`config.mk`:
```
export PLATFORM = sky130hd
export DESIGN_NAME = nor_busy_poller
export DESIGN_NICKNAME = d
export VERILOG_FILES = /design/src/rtl/nbp_pkg.sv /design/src/rtl/nbp_status_eval.sv /design/src/rtl/nbp_toggle_track.sv /design/src/rtl/nbp_poll_count.sv /design/src/rtl/nor_busy_poller.sv
export SDC_FILE = /design/constraint.sdc
export NUM_CORES = 1
export LEC_CHECK = 0
export BUFFER_PORTS_ARGS = -buffer_cell sky130_fd_sc_hd__buf_2
export CAP_MARGIN = 40
export CORE_MARGIN = 10
export CORE_UTILIZATION = 51
export CTS_CLUSTER_SIZE = 24
export DETAILED_ROUTE_END_ITERATION = 16
export GPL_TIMING_DRIVEN = 0
export PLACE_DENSITY = 0.81
export SETUP_SLACK_MARGIN = 0.3
export SYNTH_ARGS = -nofsm -noshare
export SYNTH_HDL_FRONTEND = slang
export SYNTH_HIERARCHICAL = 1
export SYNTH_SLANG_ARGS = --single-unit
```
`constraint.sdc`:
```
create_clock -name clk -period 6.22 [get_ports clk]
set_input_delay 0.933 -clock clk [delete_from_list [all_inputs] [get_ports clk]]
set_output_delay 0.933 -clock clk [all_outputs]
set_load 0.01 [all_outputs]
```
`src/rtl/nbp_pkg.sv`:
```
package nbp_pkg;

    typedef enum logic [2:0] {
        ST_IDLE,
        ST_POLL,
        ST_CONF1,
        ST_CONF2,
        ST_DONE,
        ST_TMO
    } poll_state_e;

    localparam int DATA_W      = 8;
    localparam int POLL_BIT    = 7;
    localparam int TOGGLE_BIT  = 6;

endpackage

```
`src/rtl/nbp_status_eval.sv`:
```
module nbp_status_eval
    import nbp_pkg::*;
(
    input  logic              toggle_mode,
    input  logic              erase_op,
    input  logic              expect_b7,
    input  logic              prev_valid,
    input  logic              prev_b6,
    input  logic [DATA_W-1:0] rd_data,
    output logic              complete
);

    logic unused_low_bits;
    assign unused_low_bits = ^rd_data[TOGGLE_BIT-1:0];

    always_comb begin
        if (toggle_mode) begin
            // stable bit 6 across two consecutive reads
            complete = prev_valid && (rd_data[TOGGLE_BIT] == prev_b6);
        end else if (erase_op) begin
            // erased location shows 1 on bit 7
            complete = rd_data[POLL_BIT];
        end else begin
            // true bit 7 reappears when programming ends
            complete = (rd_data[POLL_BIT] == expect_b7);
        end
    end

endmodule

```
`src/rtl/nbp_toggle_track.sv`:
```
module nbp_toggle_track (
    input  logic clk,
    input  logic rst_n,
    input  logic clear,
    input  logic capture,
    input  logic bit_in,
    output logic prev_valid,
    output logic prev_bit
);

    always_ff @(posedge clk or negedge rst_n) begin
        if (!rst_n) begin
            prev_valid <= 1'b0;
            prev_bit   <= 1'b0;
        end else if (clear) begin
            prev_valid <= 1'b0;
            prev_bit   <= 1'b0;
        end else if (capture) begin
            prev_valid <= 1'b1;
            prev_bit   <= bit_in;
        end
    end

endmodule

```
`src/rtl/nbp_poll_count.sv`:
```
module nbp_poll_count #(
    parameter int CNT_W = 8
) (
    input  logic             clk,
    input  logic             rst_n,
    input  logic             clear,
    input  logic             step,
    input  logic [CNT_W-1:0] limit,
    output logic             last_read
);

    localparam int EXT_W = CNT_W + 1;

    logic [CNT_W-1:0] count_q;
    logic [EXT_W-1:0] eff_limit;
    logic [EXT_W-1:0] count_plus;

    // zero limit behaves as a single read
    assign eff_limit  = (limit == '0) ? EXT_W'(1) : {1'b0, limit};
    assign count_plus = {1'b0, count_q} + EXT_W'(1);
    assign last_read  = (count_plus >= eff_limit);

    always_ff @(posedge clk or negedge rst_n) begin
        if (!rst_n) begin
            count_q <= '0;
        end else if (clear) begin
            count_q <= '0;
        end else if (step) begin
            count_q <= count_plus[CNT_W-1:0];
        end
    end

    a_r7_count_within_limit: assert property (@(posedge clk) disable iff (!rst_n)
        ({1'b0, count_q} <= eff_limit) || clear)
        else $error("R7: read counter passed its limit");

endmodule

```
`src/rtl/nor_busy_poller.sv`:
```
module nor_busy_poller
    import nbp_pkg::*;
#(
    parameter int ADDR_W = 21,
    parameter int CNT_W  = 8
) (
    input  logic              clk,
    input  logic              rst_n,
    input  logic              start_i,
    input  logic              op_erase_i,
    input  logic              mode_toggle_i,
    input  logic [ADDR_W-1:0] addr_i,
    input  logic [7:0]        data_i,
    input  logic [CNT_W-1:0]  max_polls_i,
    output logic              rd_req_o,
    output logic [ADDR_W-1:0] rd_addr_o,
    input  logic              rd_ack_i,
    input  logic [7:0]        rd_data_i,
    output logic              done_o,
    output logic              timeout_o,
    output logic              busy_o
);

    poll_state_e state_q, state_d;

    logic              erase_q;
    logic              toggle_q;
    logic              exp_b7_q;
    logic [ADDR_W-1:0] addr_q;
    logic [CNT_W-1:0]  limit_q;

    logic accept;
    logic reading;
    logic launch;
    logic complete;
    logic last_read;
    logic prev_valid;
    logic prev_b6;
    logic unused_data;

    assign unused_data = ^data_i[6:0];
    assign reading = (state_q == ST_POLL) || (state_q == ST_CONF1) || (state_q == ST_CONF2);
    assign accept  = reading && rd_ack_i;
    assign launch  = (state_q == ST_IDLE) && start_i;

    // capture of run settings, only from idle
    always_ff @(posedge clk or negedge rst_n) begin
        if (!rst_n) begin
            erase_q  <= 1'b0;
            toggle_q <= 1'b0;
            exp_b7_q <= 1'b0;
            addr_q   <= '0;
            limit_q  <= '0;
        end else if (launch) begin
            erase_q  <= op_erase_i;
            toggle_q <= mode_toggle_i;
            exp_b7_q <= data_i[POLL_BIT];
            addr_q   <= addr_i;
            limit_q  <= max_polls_i;
        end
    end

    nbp_status_eval u_eval (
        .toggle_mode (toggle_q),
        .erase_op    (erase_q),
        .expect_b7   (exp_b7_q),
        .prev_valid  (prev_valid),
        .prev_b6     (prev_b6),
        .rd_data     (rd_data_i),
        .complete    (complete)
    );

    nbp_toggle_track u_track (
        .clk        (clk),
        .rst_n      (rst_n),
        .clear      (launch),
        .capture    (accept),
        .bit_in     (rd_data_i[TOGGLE_BIT]),
        .prev_valid (prev_valid),
        .prev_bit   (prev_b6)
    );

    nbp_poll_count #(.CNT_W(CNT_W)) u_count (
        .clk       (clk),
        .rst_n     (rst_n),
        .clear     (launch),
        .step      (accept),
        .limit     (limit_q),
        .last_read (last_read)
    );

    // next-state logic
    always_comb begin
        state_d = state_q;
        unique case (state_q)
            ST_IDLE:  if (start_i) state_d = ST_POLL;
            ST_POLL: begin
                if (rd_ack_i) begin
                    if (last_read)     state_d = ST_TMO;
                    else if (complete) state_d = ST_CONF1;
                end
            end
            ST_CONF1: begin
                if (rd_ack_i) begin
                    if (last_read)     state_d = ST_TMO;
                    else if (complete) state_d = ST_CONF2;
                    else               state_d = ST_POLL;   // rejection
                end
            end
            ST_CONF2: begin
                if (rd_ack_i) begin
                    if (complete)       state_d = ST_DONE;
                    else if (last_read) state_d = ST_TMO;
                    else                state_d = ST_POLL;  // rejection
                end
            end
            ST_DONE:  state_d = ST_IDLE;
            ST_TMO:   state_d = ST_IDLE;
            default:  state_d = ST_IDLE;
        endcase
    end

    // state register
    always_ff @(posedge clk or negedge rst_n) begin
        if (!rst_n) state_q <= ST_IDLE;
        else        state_q <= state_d;
    end

    // outputs
    always_comb begin
        rd_req_o  = reading;
        rd_addr_o = addr_q;
        done_o    = (state_q == ST_DONE);
        timeout_o = (state_q == ST_TMO);
        busy_o    = (state_q != ST_IDLE);
    end

    a_r2_req_held: assert property (@(posedge clk) disable iff (!rst_n)
        (rd_req_o && !rd_ack_i) |=> rd_req_o)
        else $error("R2: request dropped before acknowledge");

    a_r8_end_exclusive: assert property (@(posedge clk) disable iff (!rst_n)
        !(done_o && timeout_o))
        else $error("R8: done and timeout together");

    a_r8_done_single: assert property (@(posedge clk) disable iff (!rst_n)
        (done_o || timeout_o) |=> (!done_o && !timeout_o && !busy_o && !rd_req_o))
        else $error("R8: end pulse longer than one cycle or engine not idle");

    a_r9_addr_stable: assert property (@(posedge clk) disable iff (!rst_n)
        busy_o |=> $stable(rd_addr_o))
        else $error("R9: read address changed during a run");

    a_r6_done_after_conf: assert property (@(posedge clk) disable iff (!rst_n)
        (state_d == ST_DONE && state_q != ST_DONE) |-> (state_q == ST_CONF2 && accept))
        else $error("R6: done without second confirming read");

endmodule

```
=== Word-level counts from Yosys, hierarchy flattened ===
Index checks and enable logic that the tools add are counted.
W data, S select, Z words.

* Logic and storage cells: 53
* Bits of input ports: 51
* Register bits after elaboration: 45
* Output and inout port bits: 25

* Reductions and logical operators: 10
* Eq/ne operators: 12
* Multiplexer cells: 20
* Add/sub/neg operators: 1
* $lt $le $gt $ge: 1

{| class="wikitable"
|+ Operators by type and width
! cell !! number
|-
| $mux W3 || 9
|-
| $mux W8 || 3
|-
| $pmux W3 S4 || 1
|-
| $add A8 B1 Y9 const B || 1
|-
| $ge A9 B9 Y1 || 1
|-
| $logic_not A8 Y1 || 1
|-
| $ne A2 B2 Y1 const B || 4
|-
| $eq A3 B2 Y1 const B || 2
|-
| $eq A3 B3 Y1 const B || 2
|-
| $mux W1 || 6
|-
| $reduce_and A5 Y1 || 1
|-
| $eq A3 B1 Y1 const B || 1
|-
| $logic_and A1 B1 Y1 || 3
|-
| $logic_not A3 Y1 || 1
|-
| $ne A3 B3 Y1 const B || 1
|-
| $reduce_bool A3 Y1 || 1
|-
| $eq A1 B1 Y1 || 2
|-
| $logic_or A1 B1 Y1 || 2
|-
| $mux W2 || 1
|-
| $reduce_bool A2 Y1 || 1
|}

=== Longest topological paths before layout ===
Gate-level depths: netlist of the first run.

* Depth in word-level cells: 7
* Depth in mapped cells: 14
* Mapped depth without buffers: 13

=== Modules after synthesis ===
The synthesis of the first run kept the hierarchy.

{| class="wikitable"
|+ By module, submodules not included
! module !! area an instance (µm²) !! seq. area each (µm²) !! cells an instance !! times used
|-
| nor_busy_poller || 1589.0 || 875.8 || 93 || 1
|-
| nbp_poll_count || 680.7 || 200.2 || 78 || 1
|-
| nbp_toggle_track || 71.3 || 50.0 || 6 || 1
|-
| nbp_status_eval || 35.0 || 0.0 || 6 || 1
|}

=== Worst setup path after synthesis of the first run ===
OpenSTA, ideal clock, no wires.

* Path kind: reg-to-reg
* Start: register u_count.count_q[0]
* End: register state_q[0]
* Arrival time: 2684 ps
* Path buffers: 1
* Stages on the path, launching flop included: 15
* Setup slack: 3411 ps
* Path through: dfrtp_1 -> ha_1 -> and3_1 -> buf_6 -> nand3_1 -> xnor2_1 -> ha_1 -> a21oi_1 -> nand2_1 -> a221oi_2 -> o31ai_1 -> o31ai_1 -> nand2_1 -> o21ai_2 -> mux2_2

* Cells in the longest elaborated chain, start to end: 5
* Elaborated cells between the ends (all ways): 9
* Classes of those cells: 1 x add/sub; 1 x order compare; 1 x eq/ne; 5 x mux; 1 x reduce/logical

{| class="wikitable"
|+ RTL lines
! item !! RTL line !! RTL
|-
| start: declaration || nbp_poll_count.sv:14 || <nowiki>logic [CNT_W-1:0] count_q;</nowiki>
|-
| start signal: assignment || nbp_poll_count.sv:29 || <nowiki>count_q <= count_plus[CNT_W-1:0];</nowiki>
|-
| $add A8 B1 Y9 (*) || nbp_poll_count.sv:20 || <nowiki>assign count_plus = {1'b0, count_q} + EXT_W'(1);</nowiki>
|-
| $ge A9 B9 Y1 (*) || nbp_poll_count.sv:21 || <nowiki>assign last_read = (count_plus >= eff_limit);</nowiki>
|-
| named net last_read || nor_busy_poller.sv:36 || <nowiki>logic last_read;</nowiki>
|-
| $mux W3, on equally long branches || nor_busy_poller.sv:105, nor_busy_poller.sv:99 ||
|-
| $mux W3, on equally long branches || nor_busy_poller.sv:104, nor_busy_poller.sv:98 ||
|-
| $pmux W3 S4 || nor_busy_poller.sv:95 || <nowiki>unique case (state_q)</nowiki>
|-
| end signal: assignment || nor_busy_poller.sv:126 || <nowiki>else state_q <= state_d;</nowiki>
|-
| end: declaration || nor_busy_poller.sv:24 || <nowiki>poll_state_e state_q, state_d;</nowiki>
|}

The timed path passes the listed nets; every way through them passes the cells marked *. The select of a mux whose other input is x is not followed.
A chain may end at the register's enable or synchronous reset.

=== Final worst setup path of the first run ===
Ends and elaborated chain as after synthesis.

==> flow_summary.rst, run 1 <==
.. list-table::
   :header-rows: 1

   * - Metric
     - Value
   * - Result of the run
     - complete, no violations
   * - Number of antenna-violating nets in the routed design
     - 0
   * - Switching pwr
     - 0.000482 W
   * - Number of storage elements in the synthesis netlist
     - 45
   * - Total global routing overflow
     - 0
   * - Cell area after technology mapping
     - 2380 um^2
   * - Routability cong.
     - 0.782
   * - Level count of the clock H-tree
     - 2
   * - MaxCap Viol Count
     - 0
   * - Kind of end point of the critical path
     - register
   * - Cells taking the most area after synthesis
     - sky130_fd_sc_hd__dfrtp_1 47%, sky130_fd_sc_hd__mux2_4 18%, sky130_fd_sc_hd__ha_1 4.7%
   * - Async set-or-reset flop fraction in the synthesized netlist
     - 100%
   * - Fraction of power consumed by combinational cells
     - 47.4%
   * - Warnings, synthesis
     - 6
   * - CP peak stage delay
     - 0.44 ns
   * - Largest family of logic cells by synthesized area
     - multiplexers
   * - Cell-internal power
     - 0.000940 W
   * - Initial antenna violation count
     - 0
   * - Starting density of the core
     - 53.5%
   * - Sequential share of power
     - 36.5%
   * - Die Y
     - 88.3 um
   * - Average via count per standard cell
     - 5.32
   * - Number of hold buffers added after CTS
     - 0
   * - Cells resized by post-CTS repair
     - 0
   * - Count of cells along the worst hold path
     - 2
   * - Count of final setup violators
     - 0
   * - Synth Area in Adders
     - 4.74%
   * - Placement Cell Area
     - 2780 um^2
   * - Count of cells along the worst register-to-register path
     - 14
   * - Worst Max-Slew Pin Slew
     - 0.661 ns
   * - Signed area change from the synthesized netlist to the final layout
     - 21.9%
   * - Sequential area share after synthesis
     - 47.4%
   * - Post-layout net count
     - 313
   * - Origin of the worst min-delay path
     - u_track/prev_valid$_DFFE_PN0P_
   * - CTS tree
     - yes
   * - Kind of start point of the critical path
     - register
   * - Port Buffer Count
     - 62
   * - Worst hold path class
     - register to register
   * - Reg-to-reg critical path startpoint
     - u_count/count_q[0]$_DFFE_PN0P_
   * - Fraction of synthesized cell area in xor and xnor cells
     - 5.16%
   * - Final Skew
     - 0.00241 ns
   * - Peak supply drop
     - 0.000271 V
   * - Detailed-route wire length
     - 4980 um
   * - Library cells used by synthesis
     - 40
   * - Drc violations
     - 0
   * - Mux share of post-synthesis cell area
     - 21.1%
   * - Aggregate global-route resource usage
     - 13.2%
   * - Number of flops mapped to enable cells by yosys
     - 0
   * - Number of nets in the synthesized netlist
     - 243
   * - Classification of the worst setup path
     - register to register
   * - Count of routing violations after the opening detailed-route iteration
     - 39
   * - Synthesized instance count
     - 183
   * - Compound-Gate Fraction of Synth Area
     - 5.16%
   * - Buffers inserted during post-CTS setup optimization
     - 0
   * - Data arrival time of the critical path
     - 3.25 ns
   * - Cell at the root of the clock tree
     - sky130_fd_sc_hd__clkbuf_8
   * - Total via count after detailed routing
     - 1,627
   * - Initial DRT Pass Iterations
     - 4
   * - First-pass GRT wire length
     - 8160 um
   * - Power per Cell Area
     - 491 nW/um^2
   * - Routed length per placed instance
     - 16.3 um
   * - Clock latency of the later-clocked register in the worst-skew pair
     - 0.30 ns
   * - Clock transition at the register clock pins on the worst setup and hold paths after CTS
     - 0.08 ns
   * - Layout cells sized above 1
     - 47.2%
   * - Max stage delay cell, worst path
     - sky130_fd_sc_hd__dfrtp_1
   * - Most instantiated flip-flop cell in the synthesis netlist
     - sky130_fd_sc_hd__dfrtp_1
   * - Most common library cell in the layout ignoring fill and taps
     - sky130_fd_sc_hd__buf_2
   * - End point of the most critical hold path
     - u_track/prev_valid$_DFFE_PN0P_
   * - Clock sink total
     - 45
   * - Fin area
     - 2900 um^2
   * - Maximum fanout count along the critical path
     - 5
   * - Largest net degree at the start of global routing
     - 25
   * - Slew headroom
     - 55.5%
   * - Clock power frac
     - 16.0%
   * - Switching Fraction
     - 33.9%
   * - Area of the die
     - 7790 um^2
   * - Final Hold Vio Count
     - 0
   * - Half-perimeter wire length of the detailed placement result
     - 3890 um
   * - CTS Buf Count
     - 5
   * - Cell row count
     - 24
   * - Crit-path cells
     - ha_1 -> and3_1 -> buf_6 -> nand3_1 -> xnor2_1 -> ha_1 -> a21oi_1 -> nand2_1 -> a221oi_2 -> o31ai_1 -> o31ai_1 -> nand2_1 -> o21ai_2 -> mux2_2
   * - Max Clk Rate
     - 0.326 GHz
   * - Final period util
     - 49.3%
   * - Number of antenna diodes
     - 0
   * - P_leak
     - 1.49 nW
   * - Core region area
     - 4440 um^2
   * - Post-route worst hold slack
     - 0.503 ns
   * - Worst flop-to-flop path endpoint
     - state_q[0]$_DFFE_PN0P_
   * - Unrepaired setup endpoints after global routing
     - no
   * - Final Total Pwr
     - 0.00142 W
   * - Worst reg-to-reg setup slack
     - 3.16 ns
   * - Average instance area after synthesis
     - 13.0 um^2
   * - Count of boundary I/O pins
     - 76
   * - Post-Route Setup TNS
     - 0 ns
   * - Area share of the largest cell type after synthesis
     - 47.4%
   * - Highest-count cells in the layout ignoring fill and taps
     - 64 x sky130_fd_sc_hd__buf_2, 45 x sky130_fd_sc_hd__dfrtp_1, 29 x sky130_fd_sc_hd__mux2_4
   * - Time the worst path needs with I/O delays and setup
     - 3.06 ns
   * - Worst EP required
     - 6.41 ns
   * - Count of pins over their slew limit
     - 0
   * - Via count of the first global-routing pass
     - 1,746
   * - Longest Clk Path Bufs
     - 2
   * - Die width
     - 88.3 um
   * - Cell count after placement
     - 298
   * - Cell Count, Final, Fillers Out
     - 306
   * - Cell taking the most area after synthesis
     - sky130_fd_sc_hd__dfrtp_1
   * - Simple-gate portion of the synthesized area
     - 10.8%
[kinds of logic after synthesis]
| logic type | after synthesis |
|---|---|
| DFF | 45 |
| buffers and inverters | 17 |
| AOI/OAI and AO/OA | 16 |
| xor gates and xnor gates | 14 |
| muxes | 35 |
| and+or+nand+nor | 47 |
| adders and majority gates | 9 |
[worst max path at each step]
| stage | start | end | slack (ns) | cells after the start |
|---|---|---|---|---|
| after CTS | u_count/count_q[0]$_DFFE_PN0P_ | state_q[0]$_DFFE_PN0P_ | 3.15 | 14 |
| final | u_count/count_q[0]$_DFFE_PN0P_ | state_q[0]$_DFFE_PN0P_ | 3.16 | 14 |
| after global routing | u_count/count_q[0]$_DFFE_PN0P_ | state_q[0]$_DFFE_PN0P_ | 3.00 | 14 |
| after floorplan | u_count/count_q[0]$_DFFE_PN0P_ | state_q[0]$_DFFE_PN0P_ | 3.41 | 14 |
| after global placement | u_count/count_q[0]$_DFFE_PN0P_ | state_q[0]$_DFFE_PN0P_ | 3.18 | 14 |
| after detailed placement | u_count/count_q[0]$_DFFE_PN0P_ | state_q[0]$_DFFE_PN0P_ | 3.18 | 14 |
[layer usage]
layer  vias to the layer above  GRT usage, %  part of all wire, %
met2                        51          20.7                   47
li1                        770             -                    -
met3                        13          5.70                  8.6
met5                         -             0                    0
met1                       793          15.4                   42
met4                         0          5.87                  2.1
[stage by stage]
| stage | setup slack (ns) | util, % |
|---|---|---|
| floorplan | 3.41 | - |
| global placement | 3.18 | 61.9 |
| detailed placement | 3.18 | 62.5 |
| CTS | 3.15 | 65.1 |
| global route | 3.00 | 65.1 |
| finish | 3.16 | 65.1 |
[cell type report]
class / instances / area [um^2]
inverter: 8 / 30.0
sequential: 45 / 1130
clock buffer: 7 / 86.3
fill: 347 / 1550
timing repair buffer: 63 / 338
tap: 52 / 65.1
clock inverter: 1 / 30.0
multi-input combinational: 121 / 1120
buffer: 9 / 104
[power groups by stage]
stage                     logic (W)  registers (W)  clock network [W]
after floorplan            0.000472       0.000538                  0
after global placement     0.000660       0.000513                  0
after detailed placement   0.000685       0.000520                  0
after CTS                  0.000688       0.000519           0.000233
after global routing       0.000741       0.000538           0.000249
final                      0.000675       0.000519           0.000228
[state kept, by name, summed over array words and instances (netlist names)]
signal	count
u_track/prev_valid	1
exp_b7_q	1
rd_addr_o	21
u_track/prev_bit	1
toggle_q	1
u_count/count_q	8
state_q	3
erase_q	1
limit_q	8
[synth_stat cells, types with 2 or more instances]
| library cell | number |
|---|---|
| sky130_fd_sc_hd__inv_1 | 8 |
| sky130_fd_sc_hd__nor2_1 | 15 |
| sky130_fd_sc_hd__nor3_1 | 5 |
| sky130_fd_sc_hd__buf_2 | 2 |
| sky130_fd_sc_hd__xor2_1 | 9 |
| sky130_fd_sc_hd__nand2_1 | 9 |
| sky130_fd_sc_hd__mux2_2 | 4 |
| sky130_fd_sc_hd__xnor2_1 | 5 |
| sky130_fd_sc_hd__mux2i_1 | 2 |
| sky130_fd_sc_hd__o31ai_1 | 2 |
| sky130_fd_sc_hd__o21ai_0 | 2 |
| sky130_fd_sc_hd__and3_1 | 2 |
| sky130_fd_sc_hd__ha_1 | 9 |
| sky130_fd_sc_hd__buf_6 | 2 |
| sky130_fd_sc_hd__mux2_4 | 29 |
| sky130_fd_sc_hd__a21oi_1 | 4 |
| sky130_fd_sc_hd__nand4_1 | 3 |
| sky130_fd_sc_hd__dfrtp_1 | 45 |
| sky130_fd_sc_hd__buf_12 | 3 |
| sky130_fd_sc_hd__nand3_1 | 3 |
[worst max-delay path, delay by kind of cell, from the launching register on]
family                     cells  cell delay (ns)
adders and majority gates      2             0.53
xor gates and xnor gates       1             0.14
buffers and inverters          1             0.12
muxes                          1             0.35
AOI/OAI and AO/OA              5             0.94
DFF                            1             0.44
and+or+nand+nor                4             0.43
(Power assumes the default switching activity.)
==> inputs of run 2 (changes only) <==
Clock period 6.22 ns to 3 ns, I/O delays scaled along.
==> run 2 against run 1 <==
Count of clock-buffer cells in the layout decreased by 1. Final cell count increased by 2.0%. Sequential share of layout area decreased by 1.8 points. Utilization increased by 3.1 points. Sequential power increased by 100%. Maximum frequency increased by 12%. Critical endpoint unchanged. Largest power group unchanged. Highest routed layer unchanged.
==> flow_summary.rst, run 2 (same netlist as run 1, synthesis figures left out) <==
.. list-table::
   :header-rows: 1

   * - Metric
     - Value
   * - Result of the run
     - complete, no violations
   * - Via count of the first global-routing pass
     - 1,791
   * - CTS Buf Count
     - 5
   * - Sequential cell area in the final layout
     - 1130 um^2
   * - Final Total Pwr
     - 0.00307 W
   * - Data arrival time of the critical path
     - 2.91 ns
   * - P_leak
     - 1.54 nW
   * - Port Buffer Count
     - 62
   * - Largest net degree at the start of global routing
     - 36
   * - Aggregate global-route resource usage
     - 13.1%
   * - Routed length per placed instance
     - 15.9 um
   * - Die Y
     - 88.3 um
   * - Most common library cell in the layout ignoring fill and taps
     - sky130_fd_sc_hd__buf_2
   * - Final period util
     - 91.3%
   * - Crit-path cells
     - ha_2 -> and3_4 -> buf_6 -> nand3_4 -> xnor2_2 -> ha_4 -> a21oi_2 -> nand2_1 -> a221oi_2 -> o31ai_4 -> o31ai_2 -> nand2_1 -> o21ai_2 -> mux2_4
   * - Average via count per standard cell
     - 5.15
   * - Cell at the root of the clock tree
     - sky130_fd_sc_hd__clkbuf_8
   * - Die width
     - 88.3 um
   * - Initial DRT Pass Iterations
     - 4
   * - Final Hold Vio Count
     - 0
   * - Slew headroom
     - 76.6%
   * - Post-layout net count
     - 319
   * - Area of the die
     - 7790 um^2
   * - Fillers
     - 347
   * - Clock transition at the register clock pins on the worst setup and hold paths after CTS
     - 0.08 ns
   * - Worst hold path class
     - primary input to async pin
   * - Final Skew
     - 0.00721 ns
   * - Starting density of the core
     - 53.5%
   * - Drc violations
     - 0
   * - Count of final setup violators
     - 0
   * - First-pass GRT wire length
     - 8220 um
   * - Worst reg-to-reg setup slack
     - 0.26 ns
   * - Unrepaired setup endpoints after global routing
     - yes
   * - Total via count after detailed routing
     - 1,607
   * - Final core utilization
     - 68.2%
   * - Routability cong.
     - 0.802
   * - Cell row count
     - 24
   * - Largest register FFs
     - 21
   * - Clock sink total
     - 45
   * - CTS tree
     - yes
   * - Post-Route Setup TNS
     - 0 ns
   * - Peak supply drop
     - 0.000545 V
   * - Worst EP required
     - 3.18 ns
   * - Max Clk Rate
     - 0.365 GHz
   * - Worst Max-Slew Pin Slew
     - 0.347 ns
   * - Kind of start point of the critical path
     - register
   * - Count of routing violations after the opening detailed-route iteration
     - 50
   * - Maximum fanout count along the critical path
     - 3
   * - Number of antenna diodes
     - 0
   * - Highest-count cells in the layout ignoring fill and taps
     - 64 x sky130_fd_sc_hd__buf_2, 45 x sky130_fd_sc_hd__dfrtp_1, 30 x sky130_fd_sc_hd__mux2_4
   * - Core region area
     - 4440 um^2
   * - Cell mode on critical path
     - sky130_fd_sc_hd__nand2_1
   * - Count of pins over their slew limit
     - 0
   * - Power per Cell Area
     - 1010 nW/um^2
   * - Level count of the clock H-tree
     - 2
   * - Classification of the worst setup path
     - register to register
   * - Longest Clk Path Bufs
     - 2
   * - CP peak stage delay
     - 0.37 ns
   * - Detailed-route wire length
     - 4960 um
   * - MaxCap Viol Count
     - 0
   * - Signed area change from the synthesized netlist to the final layout
     - 27.6%
   * - Max stage delay cell, worst path
     - sky130_fd_sc_hd__dfrtp_1
   * - Footprint of the multi-input gates
     - 1210 um^2
   * - Layout cells sized above 1
     - 53.8%
   * - Initial antenna violation count
     - 0
   * - Half-perimeter wire length of the detailed placement result
     - 3610 um
   * - Time the worst path needs with I/O delays and setup
     - 2.74 ns
   * - Kind of end point of the critical path
     - register
   * - Number of antenna-violating nets in the routed design
     - 0
   * - Count of boundary I/O pins
     - 76
   * - Total global routing overflow
     - 0
   * - Clock latency of the later-clocked register in the worst-skew pair
     - 0.29 ns
-- run 2: changes by cell type in the layout (fill, tap and decap cells not counted), sizes merged --
cell	before	now
clkbuf	7	6
clkinvlp	0	1
buf	72	78
-- run 2: per-layer routing --
metal,track usage [%],up-vias,wire length [um],part of all wire (%)
li1,-,786,-,-
met5,0,-,0,0
met4,2.64,0,15,0.30
met2,21.6,35,2500,50
met1,16.1,784,2160,44
met3,4.96,2,282,5.7
-- run 2: power breakdown --
group	leakage [nW]	switching, W	total [W]	internal (W)
combinational	0.933	0.000679	0.00154	0.000858
clock	0.0574	0.000203	0.000474	0.000271
sequential	0.547	0.000175	0.00106	0.000885
total	1.54	0.00106	0.00307	0.00201
-- run 2: repair_timing --
item / 4_1_cts / 5_1_grt
pin swaps: 10 / 9
gates resized for setup: 6 / 9
setup buffers: 6 / 0
hold buffers: 0 / 0
setup endpoints to repair: 3 / 3
-- run 2: layout make-up --
cell class | count | area share, %
Timing Repair Buffer | 69 | 12.4
Inverter | 8 | 0.990
Clock inverter | 2 | 1.24
Clock buffer | 6 | 2.72
Multi-Input combinational cell | 121 | 40.0
Sequential cell | 45 | 37.1
Buffer | 9 | 3.42
Tap cell | 52 | 2.15
-- run 2: final timing paths --
| check | depth (start not counted) | startpoint | end |
|---|---|---|---|
| worst min register to register | 2 | u_track/prev_valid$_DFFE_PN0P_ | u_track/prev_valid$_DFFE_PN0P_ |
| worst max register to register | 14 | u_count/count_q[1]$_DFFE_PN0P_ | state_q[0]$_DFFE_PN0P_ |
| max in group asynchronous | 2 | rst_n | rd_addr_o[13]$_DFFE_PN0P_ |
| worst max-delay path | 14 | u_count/count_q[1]$_DFFE_PN0P_ | state_q[0]$_DFFE_PN0P_ |
| min in group clk | 2 | addr_i[18] | rd_addr_o[18]$_DFFE_PN0P_ |
| worst min-delay path | 1 | rst_n | rd_addr_o[3]$_DFFE_PN0P_ |
-- run 2: critical path: cells and delay by family (launching register included) --
family | cells | cell delay, ns
AO/OA/AOI/OAI | 5 | 0.85
adder cells (fa/ha/maj) | 2 | 0.41
AND/OR/NAND/NOR | 4 | 0.40
flip-flops | 1 | 0.37
multiplexers | 1 | 0.31
XOR/XNOR | 1 | 0.18
buffers and inverters | 1 | 0.10
-- run 2: per-stage QoR --
step / hold slack, ns / worst slack [ns] / cells / area [um^2]
floorplan: 0.154 / 0.250 / 183 / 2380
global placement: 0.477 / 0.0513 / 297 / 2760
detailed placement: 0.344 / 0.0562 / 298 / 2780
CTS: 0.0274 / 0.153 / 312 / 2980
global route: 0.0238 / 0.107 / 312 / 3030
finish: 0.0288 / 0.261 / 312 / 3030
==> inputs of run 3 (changes only) <==
Settings changed: CORE_MARGIN 10 to default, SETUP_SLACK_MARGIN 0.3 to default.
==> run 3 against run 2 <==
Sequential share of layout area rose by 0.93 points. Clock power fell by 18%. Flip-flop and latch count did not move. Highest routed layer unchanged. Largest cell class unchanged. Largest power group unchanged.
==> flow_summary.rst, run 3 (same netlist as run 1, synthesis figures left out) <==
.. list-table::
   :header-rows: 1

   * - Metric
     - Value
   * - Number of antenna diodes
     - 0
   * - Largest register FFs
     - 21
   * - Longest Clk Path Bufs
     - 2
   * - Largest net degree at the start of global routing
     - 26
   * - Worst hold path class
     - primary input to async pin
   * - Routed length per placed instance
     - 14.0 um
   * - Classification of the worst setup path
     - register to register
   * - Post-layout net count
     - 319
   * - Max stage delay cell, worst path
     - sky130_fd_sc_hd__dfrtp_1
   * - Cell mode on critical path
     - sky130_fd_sc_hd__nand2_1
   * - Total global routing overflow
     - 0
   * - Detail Route met3 WL
     - 215 um
   * - Final core utilization
     - 67.0%
   * - Half-perimeter wire length of the detailed placement result
     - 3180 um
   * - Number of hold buffers added after CTS
     - 0
   * - Placement Cell Area
     - 2780 um^2
   * - Final Hold Vio Count
     - 0
   * - Worst flop-to-flop path endpoint
     - state_q[0]$_DFFE_PN0P_
   * - Most common library cell in the layout ignoring fill and taps
     - sky130_fd_sc_hd__buf_2
   * - CTS Buf Count
     - 5
   * - Level count of the clock H-tree
     - 2
   * - Kind of end point of the critical path
     - register
   * - Count of final setup violators
     - 0
   * - Clock latency of the later-clocked register in the worst-skew pair
     - 0.29 ns
   * - Die Y
     - 70.3 um
   * - CP peak stage delay
     - 0.36 ns
   * - Reg-to-reg critical path startpoint
     - u_count/count_q[1]$_DFFE_PN0P_
   * - Drc violations
     - 0
   * - Layout cells sized above 1
     - 51.2%
   * - Aggregate global-route resource usage
     - 18.6%
   * - CTS tree
     - yes
   * - Starting density of the core
     - 53.8%
   * - P_leak
     - 1.52 nW
   * - Wire length on met2
     - 2070 um
   * - Initial antenna violation count
     - 0
   * - MaxCap Viol Count
     - 0
   * - Final period util
     - 95.5%
   * - Final Total Pwr
     - 0.00296 W
   * - Worst reg-to-reg setup slack
     - 0.13 ns
   * - First-pass GRT wire length
     - 7250 um
   * - Signed area change from the synthesized netlist to the final layout
     - 24.5%
   * - Kind of start point of the critical path
     - register
   * - Count of boundary I/O pins
     - 76
   * - Cell row count
     - 24
   * - Time the worst path needs with I/O delays and setup
     - 2.87 ns
   * - Clock sink total
     - 45
   * - Number of buffer and inverter instances along the worst setup path
     - 0
   * - Die width
     - 70.3 um
   * - Routed length on met1
     - 2040 um
   * - Peak supply drop
     - 0.000595 V
   * - Data arrival time of the critical path
     - 3.05 ns
   * - Average via count per standard cell
     - 5.17
   * - Maximum fanout count along the critical path
     - 5
   * - Routability cong.
     - 0.810
   * - Slew headroom
     - 65.1%
   * - Crit-path cells
     - ha_2 -> and3_4 -> nand3_2 -> xnor2_2 -> ha_1 -> a21oi_1 -> nand2_1 -> a221oi_2 -> o31ai_4 -> o31ai_2 -> nand2_1 -> o21ai_2 -> mux2_4
   * - Detailed-route wire length
     - 4360 um
   * - Count of pins over their slew limit
     - 0
   * - Count of routing violations after the opening detailed-route iteration
     - 51
   * - Worst setup slack before clock tree synthesis
     - -0.0520 ns
   * - Power per Cell Area
     - 1000 nW/um^2
   * - Clock transition at the register clock pins on the worst setup and hold paths after CTS
     - 0.08 ns
   * - Max Clk Rate
     - 0.349 GHz
   * - Result of the run
     - complete, no violations
   * - Final Skew
     - 0.00295 ns
   * - Area of the die
     - 4940 um^2
   * - Initial DRT Pass Iterations
     - 4
   * - Top Layer Used
     - met4
   * - Port Buffer Count
     - 62
   * - Count of cells along the worst register-to-register path
     - 13
   * - Cell at the root of the clock tree
     - sky130_fd_sc_hd__clkbuf_8
   * - Worst EP required
     - 3.18 ns
   * - Worst path top cell family by delay
     - compound AO/OA/AOI/OAI gates
   * - Number of antenna-violating nets in the routed design
     - 0
   * - Via count of the first global-routing pass
     - 1,597
   * - Total via count after detailed routing
     - 1,613
   * - Setup ws final
     - 0.135 ns
   * - Highest-count cells in the layout ignoring fill and taps
     - 64 x sky130_fd_sc_hd__buf_2, 45 x sky130_fd_sc_hd__dfrtp_1, 30 x sky130_fd_sc_hd__mux2_4
   * - Worst Max-Slew Pin Slew
     - 0.524 ns
   * - Core region area
     - 4410 um^2
   * - Fin area
     - 2960 um^2
[run 3: cell count changes in the layout (fill, tap and decap cells not counted), sizes merged]
cell | previous run | this run
clkinvlp | 1 | 0
clkinv | 0 | 2
bufinv | 1 | 0
[run 3: repair_timing]
action,4_1_cts,5_1_grt
resized for setup,1,7
gates cloned,0,0
buffers inserted,1,6
pin swaps,0,8
endpoints found under the setup margin,1,1
[run 3: final cells by class]
class	instances	area [um^2]
clock inverters	2	13.8
well taps	52	65.1
plain buffers	8	92.6
clock buffers	6	82.6
inverters	8	30.0
flip-flops and latches	45	1130
multi-input cells	121	1160
repair buffers	70	390
fillers	339	1460
[run 3: stage by stage]
stage / std cells / hold WS [ns] / TNS (ns)
6_report: 312 / 0.124 / 0
5_1_grt: 312 / 0.142 / -0.0102
4_1_cts: 307 / 0.128 / 0
3_5_place_dp: 298 / 0.454 / -0.0520
3_3_place_gp: 297 / 0.477 / -0.0283
2_1_floorplan: 183 / 0.154 / 0
[run 3: how the worst max path moves through the flow]
stage,end,slack [ns],cells after the start,startpoint
2_1_floorplan,state_q[0]$_DFFE_PN0P_,0.19,14,u_count/count_q[0]$_DFFE_PN0P_
3_3_place_gp,state_q[0]$_DFFE_PN0P_,-0.03,14,u_count/count_q[0]$_DFFE_PN0P_
3_5_place_dp,state_q[0]$_DFFE_PN0P_,-0.05,14,u_count/count_q[0]$_DFFE_PN0P_
4_1_cts,state_q[0]$_DFFE_PN0P_,0.02,14,u_count/count_q[1]$_DFFE_PN0P_
5_1_grt,state_q[0]$_DFFE_PN0P_,-0.01,13,u_count/count_q[0]$_DFFE_PN0P_
6_report,state_q[0]$_DFFE_PN0P_,0.13,13,u_count/count_q[1]$_DFFE_PN0P_
[run 3: per-layer routing]
metal	GRT usage [%]	vias up
met5	0	-
met1	25.1	781
met2	29.4	46
met4	5.33	0
met3	5.19	3
li1	-	783
[run 3: where the power goes]
group	internal (W)	switching, W
clock network	0.000187	0.000201
registers	0.000885	0.000178
logic	0.000864	0.000646
